## src/rtl/i2s_stat_pkg.sv

```systemverilog
package i2s_stat_pkg;
  typedef enum logic [1:0] {
    STD_PHILIPS = 2'd0,
    STD_MSB     = 2'd1,
    STD_LSB     = 2'd2,
    STD_PCM     = 2'd3
  } std_e;

  localparam int FL_RXNE = 0;
  localparam int FL_TXE  = 1;
  localparam int FL_UDR  = 2;
  localparam int FL_OVR  = 3;
  localparam int FL_FRE  = 4;
  localparam int NFLAG   = 5;

  function automatic logic idle_ws(std_e s);
    return (s == STD_PHILIPS);
  endfunction
endpackage

```

## src/rtl/i2s_rst_sync.sv

```systemverilog
module i2s_rst_sync #(
  parameter int STAGES = 2
) (
  input  logic clk,
  input  logic rst_n,
  output logic rst_q
);
  logic [STAGES-1:0] chain_q;

  always_ff @(posedge clk or negedge rst_n) begin
    if (!rst_n) chain_q <= '0;
    else        chain_q <= {chain_q[STAGES-2:0], 1'b1};
  end

  assign rst_q = chain_q[STAGES-1];
endmodule

```

## src/rtl/i2s_ws_sync.sv

```systemverilog
module i2s_ws_sync
  import i2s_stat_pkg::*;
(
  input  logic clk,
  input  logic rst_n,
  input  logic enable,
  input  logic slave,
  input  std_e std_sel,
  input  logic ws,
  input  logic ws_err,
  input  logic sr_rd,
  output logic gate,
  output logic fre_set,
  output logic active,
  output logic fre
);
  logic active_d, fre_d;

  assign gate    = active & enable;
  assign fre_set = gate & slave & ws_err;

  always_comb begin
    active_d = active;
    if (!enable)                          active_d = 1'b0;
    else if (fre_set)                     active_d = 1'b0;
    else if (!active && (ws == idle_ws(std_sel))) active_d = 1'b1;
    fre_d = fre;
    if (fre_set)    fre_d = 1'b1;
    else if (sr_rd) fre_d = 1'b0;
  end

  always_ff @(posedge clk or negedge rst_n) begin
    if (!rst_n) begin
      active <= 1'b0;
      fre    <= 1'b0;
    end else begin
      active <= active_d;
      fre    <= fre_d;
    end
  end
endmodule

```

## src/rtl/i2s_rx_buffer.sv

```systemverilog
module i2s_rx_buffer #(
  parameter int DW = 16
) (
  input  logic          clk,
  input  logic          rst_n,
  input  logic          gate,
  input  logic          rx_valid,
  input  logic [DW-1:0] rx_data,
  input  logic          dr_rd,
  input  logic          sr_rd,
  output logic          rxne,
  output logic          ovr,
  output logic [DW-1:0] rd_data
);
  logic accept, capture, ovr_set, ovr_clr;
  logic rxne_d, ovr_d, seen_q, seen_d;

  assign accept  = gate & rx_valid;
  assign capture = accept & ~ovr & (~rxne | dr_rd);
  assign ovr_set = accept & ~ovr & rxne & ~dr_rd;
  assign ovr_clr = ovr & sr_rd & seen_q;

  always_comb begin
    rxne_d = rxne;
    if (capture)    rxne_d = 1'b1;
    else if (dr_rd) rxne_d = 1'b0;
    ovr_d  = ovr;
    seen_d = seen_q;
    if (ovr_set) begin
      ovr_d  = 1'b1;
      seen_d = 1'b0;
    end else if (ovr_clr) begin
      ovr_d  = 1'b0;
      seen_d = 1'b0;
    end else if (ovr && dr_rd) begin
      seen_d = 1'b1;
    end
  end

  always_ff @(posedge clk or negedge rst_n) begin
    if (!rst_n) begin
      rxne   <= 1'b0;
      ovr    <= 1'b0;
      seen_q <= 1'b0;
    end else begin
      rxne   <= rxne_d;
      ovr    <= ovr_d;
      seen_q <= seen_d;
    end
  end

  always_ff @(posedge clk or negedge rst_n) begin
    if (!rst_n)       rd_data <= '0;
    else if (capture) rd_data <= rx_data;
  end
endmodule

```

## src/rtl/i2s_tx_flags.sv

```systemverilog
module i2s_tx_flags (
  input  logic clk,
  input  logic rst_n,
  input  logic gate,
  input  logic slave,
  input  logic tx_take,
  input  logic dr_wr,
  input  logic sr_rd,
  output logic txe,
  output logic udr
);
  logic txe_d, udr_d, udr_set;

  assign udr_set = tx_take & txe & slave & gate;

  always_comb begin
    txe_d = txe;
    if (tx_take)    txe_d = 1'b1;
    else if (dr_wr) txe_d = 1'b0;
    udr_d = udr;
    if (udr_set)    udr_d = 1'b1;
    else if (sr_rd) udr_d = 1'b0;
  end

  always_ff @(posedge clk or negedge rst_n) begin
    if (!rst_n) begin
      txe <= 1'b1;
      udr <= 1'b0;
    end else begin
      txe <= txe_d;
      udr <= udr_d;
    end
  end
endmodule

```

## src/rtl/i2s_irq_comb.sv

```systemverilog
module i2s_irq_comb #(
  parameter int N = 5
) (
  input  logic [N-1:0] flags,
  input  logic [N-1:0] mask,
  output logic         irq
);
  logic [N-1:0] hit;
  for (genvar i = 0; i < N; i++) begin : g_src
    assign hit[i] = flags[i] & mask[i];
  end
  assign irq = |hit;
endmodule

```

## src/rtl/i2s_slave_status.sv

```systemverilog
module i2s_slave_status
  import i2s_stat_pkg::*;
#(
  parameter int DW = 16
) (
  input  logic          clk,
  input  logic          rst_n,
  input  logic          enable,
  input  logic          slave,
  input  logic [1:0]    std_sel,
  input  logic          ws,
  input  logic          ws_err,
  input  logic          rx_valid,
  input  logic [DW-1:0] rx_data,
  input  logic          tx_take,
  input  logic          dr_wr,
  input  logic          dr_rd,
  input  logic          sr_rd,
  input  logic          ie_rxne,
  input  logic          ie_txe,
  input  logic          ie_err,
  output logic [DW-1:0] rd_data,
  output logic [NFLAG-1:0] status,
  output logic          rx_active,
  output logic          irq
);
  logic rst_q, gate, fre_set;
  logic rxne, ovr, txe, udr, fre;
  logic [NFLAG-1:0] irq_mask;

  i2s_rst_sync #(.STAGES(2)) u_rst (.clk(clk), .rst_n(rst_n), .rst_q(rst_q));

  i2s_ws_sync u_ws (
    .clk(clk), .rst_n(rst_q), .enable(enable), .slave(slave),
    .std_sel(std_e'(std_sel)), .ws(ws), .ws_err(ws_err), .sr_rd(sr_rd),
    .gate(gate), .fre_set(fre_set), .active(rx_active), .fre(fre)
  );

  i2s_rx_buffer #(.DW(DW)) u_rx (
    .clk(clk), .rst_n(rst_q), .gate(gate), .rx_valid(rx_valid),
    .rx_data(rx_data), .dr_rd(dr_rd), .sr_rd(sr_rd),
    .rxne(rxne), .ovr(ovr), .rd_data(rd_data)
  );

  i2s_tx_flags u_tx (
    .clk(clk), .rst_n(rst_q), .gate(gate), .slave(slave),
    .tx_take(tx_take), .dr_wr(dr_wr), .sr_rd(sr_rd), .txe(txe), .udr(udr)
  );

  always_comb begin
    status          = '0;
    status[FL_RXNE] = rxne;
    status[FL_TXE]  = txe;
    status[FL_UDR]  = udr;
    status[FL_OVR]  = ovr;
    status[FL_FRE]  = fre;
    irq_mask          = '0;
    irq_mask[FL_RXNE] = ie_rxne;
    irq_mask[FL_TXE]  = ie_txe;
    irq_mask[FL_UDR]  = ie_err;
    irq_mask[FL_OVR]  = ie_err;
    irq_mask[FL_FRE]  = ie_err;
  end

  i2s_irq_comb #(.N(NFLAG)) u_irq (.flags(status), .mask(irq_mask), .irq(irq));
endmodule

```

## config.mk

```make
export PLATFORM = sky130hd
export DESIGN_NAME = i2s_slave_status
export DESIGN_NICKNAME = d
export VERILOG_FILES = /design/src/rtl/i2s_stat_pkg.sv /design/src/rtl/i2s_rst_sync.sv /design/src/rtl/i2s_ws_sync.sv /design/src/rtl/i2s_rx_buffer.sv /design/src/rtl/i2s_tx_flags.sv /design/src/rtl/i2s_irq_comb.sv /design/src/rtl/i2s_slave_status.sv
export SDC_FILE = /design/constraint.sdc
export NUM_CORES = 1
export LEC_CHECK = 0
export CORE_MARGIN = 2
export CORE_UTILIZATION = 39
export CTS_CLUSTER_SIZE = 25
export DETAILED_ROUTE_END_ITERATION = 8
export PLACE_DENSITY = 0.79
export SLEW_MARGIN = 0
export SYNTH_ARGS = -nofsm -noshare
export SYNTH_HDL_FRONTEND = slang
export SYNTH_SLANG_ARGS = --single-unit
```

## constraint.sdc

```tcl
create_clock -name clk -period 1.18 [get_ports clk]
set_clock_uncertainty 0.05 [all_clocks]
set_input_delay 0.354 -clock clk [delete_from_list [all_inputs] [get_ports clk]]
set_output_delay 0.354 -clock clk [all_outputs]
set_load 0.1 [all_outputs]
```

==> flow_summary.yaml, run 1 <==
run_status:
  status: "finished with violations"
  failed_checks: "negative setup slack"
drt:
  routed_wirelength_mm: 3.16
  wl_per_cell_um: 17.4
  via_count: 875
  drt_iter0_markers: 15
  drt.antenna.violating_nets: 0
  drc: 0
  vias_per_cell: 4.81
  first_pass_iters: 3
floorplan:
  num_rows: 19
  io_pins: 55
  initial_core_util_pct: 40.2
  chipWidth_um: 56.8
  die_h_um: 56.8
  core_area_sq_um: 2710
  dieArea_sq_um: 3230
yosys:
  synth.distinct_cells: 25
  synthTopCellsByArea: "dfrtp_1, mux2_4, mux2_2"
  synth.most_common_cell: "dfrtp_1"
  async_flop_share_pct: 100
  synthesis.instances: 75
  synth_ff_type: "dfrtp_1"
  synthDominantCellAreaShare_pct: 55.2
  synthesis.area_sq_um: 1090
  syn_nets: 107
  synth_edf_count: 0
  synth_top_cell_by_area: "dfrtp_1"
  syn_area_per_cell_sq_um: 14.5
  ys_top_cells_by_count: "dfrtp_1, mux2_4, mux2_2"
  yosysSeqAreaShare_pct: 57.6
  ys_warn_count: 0
  ys_seq_elements: 25
grt:
  grt.total_usage_pct: 20.6
  grt_pass1_wl_mm: 4.84
  grt_max_degree: 18
  grt_pass1_vias: 939
  antenna_found_initial: 0
  grt-ovfl-total: 0
worst_setup_path:
  cp_data_arrival_time_ns: 1.33
  required_ns: 0.78
  critPathLaunchType: "flip-flop"
  r2r_cells: 5
  r2r-start: "u_rx.ovr"
  worstReg2RegEnd: "u_rx.rd_data[11]"
  crit_fanout: 2
  end_kind: "primary output"
  worstSetupPathType: "flip-flop to primary output"
  regToRegSetupSlack_ns: -0.40
pwr:
  total_power_mw: 4.55
  p_per_area_nw_per_um2: 2110
  ir_worst_vdd_mv: 2.23
  leakagePower_nw: 1.01
clock_tree:
  cts_made_buffers: 3
  cts-root-buf: "clkbuf_4"
  insertion_delay_ns: 0.32
  cts_tree: "done"
  clkSinkCount: 25
  h-tree-depth: 1
  cts_hold_buf: 0
  clk_pin_slew_ns: 0.14
  clk_path_buf_depth: 2
timing:
  setup_viol: 41
  grt_setup_unrepaired: "yes"
  slew_viol_final: 0
  fin_tns_setup_ns: -11.59
  layout_setup_ws_ns: -0.556
  fin_crit_sh_pct: 147
  min_period_ns: 1.74
  hold_viol: 0
  max_freq_ghz: 0.576
final_layout:
  synthToLayoutAreaGrowth_pct: 98.0
  layout-drive-gt1-share_pct: 55.6
  nNetsFinal: 184
  final_cell_area_sq_um: 2160
  diodes: 0
placement:
  gp_congestion: 0.793
  dp_hpwl_mm: 2.16
  dp_slack_ns: -0.702
  io_buffers: 54
  placed_area_sq_um: 1990
worst_hold_path:
  hold_path_class: "flip-flop to asynchronous set/reset pin"
run:
  maxCapViolCount: 0
cells by family (layout without fill, tap and decap cells):
group | after synthesis | count (layout) | synth area share, %
AOI/OAI and AO/OA | 8 | 8 | 5.40
DFF | 25 | 25 | 57.6
buffers and inverters | 10 | 86 | 7.36
muxes | 16 | 16 | 20.0
other | 1 | 1 | 0.344
and+or+nand+nor | 14 | 14 | 8.51
xor gates and xnor gates | 1 | 1 | 0.805
worst max-delay path: stages, from the launching register on:
cell,delay [ns]
dfrtp_1,0.43
buf_6,0.13
o31ai_4,0.19
nand2_4,0.07
buf_12,0.17
routing by layer:
layer / up-vias / part of all wire (%) / track usage (%) / wire length (um)
li1: 402 / - / - / -
met2: 33 / 55 / 37.5 / 1740
met4: 0 / 0.44 / 3.99 / 14
met1: 438 / 40 / 24.3 / 1260
met5: - / 0 / 0 / 0
met3: 2 / 4.7 / 5.53 / 150
layout make-up:
type | count | area (sq um)
Timing Repair Buffer | 79 | 1000
Multi-Input combinational cell | 40 | 438
Fill cell | 164 | 554
Inverter | 3 | 11.3
Clock buffer | 3 | 22.5
Sequential cell | 25 | 638
Clock inverter | 1 | 5.00
Tap cell | 31 | 38.8
worst max-delay path by stage:
stage,start,end,slack (ns),depth (start not counted)
finish,u_rx.ovr,irq,-0.56,4
detailed placement,enable,u_rx.rd_data[15],-0.70,5
CTS,u_rx.ovr,irq,-0.55,4
global placement,rx_valid,u_rx.rd_data[5],-0.66,5
floorplan,u_ws.active,u_rx.rd_data[0],-0.45,5
global route,u_rx.ovr,irq,-0.63,4
sequential cells by signal, indices dropped and copies added (netlist names):
register / count
u_rx.seen_q: 1
u_tx.udr: 1
u_rx.ovr: 1
u_rst.chain_q: 2
u_rx.rxne: 1
u_ws.fre: 1
u_ws.active: 1
u_rx.rd_data: 16
u_tx.txe: 1
report_power, final:
group	total [mW]	internal [mW]	switching, mW
registers	1.30	1.07	0.230
clock network	0.395	0.127	0.268
logic	2.85	1.18	1.67
cell usage in the layout (no fill, tap or decap), drive strengths merged:
cell and n:
a22oi 1, o211a 1, clkbuf 3, inv 3, mux2 16, dfstp 1, o22ai 2, nand3 2
o31ai 1, nand4b 1, nor2b 1, nor3 1, conb 1, buf 48, nand2 5, and3 1
clkdlybuf4s50 29, xnor2 1, nor2 2, a21oi 1, clkinv 1, dlygate4sd2 2, dfrtp 24, a21o 2
nand2b 1
stage by stage:
step	std cells	hold slack (ns)	util [%]
after floorplan	75	0.00841	-
after global placement	166	0.0771	73.4
after detailed placement	166	0.0877	73.4
after CTS	182	0.0979	79.6
after global routing	182	0.0884	79.5
final	182	0.0880	79.5
repair_timing:
item | in CTS | in global routing
pin swaps | 0 | 0
gates cloned | 1 | 0
resized for setup | 11 | 13
setup endpoints to repair | 39 | 41
setup buffers | 11 | 5
(Power assumes the default switching activity.)
==> run 2: changes to the inputs <==
--- a/config.mk
+++ b/config.mk
@@ -10,6 +10,8 @@
 export CTS_CLUSTER_SIZE = 25
 export DETAILED_ROUTE_END_ITERATION = 8
 export PLACE_DENSITY = 0.79
+export SETUP_SLACK_MARGIN = 0.02
+export SKIP_LAST_GASP = 1
 export SLEW_MARGIN = 0
 export SYNTH_ARGS = -nofsm -noshare
 export SYNTH_HDL_FRONTEND = slang
==> results of run 2 <==
No change in the layout: final DEF, timing and power equal those of run 1.
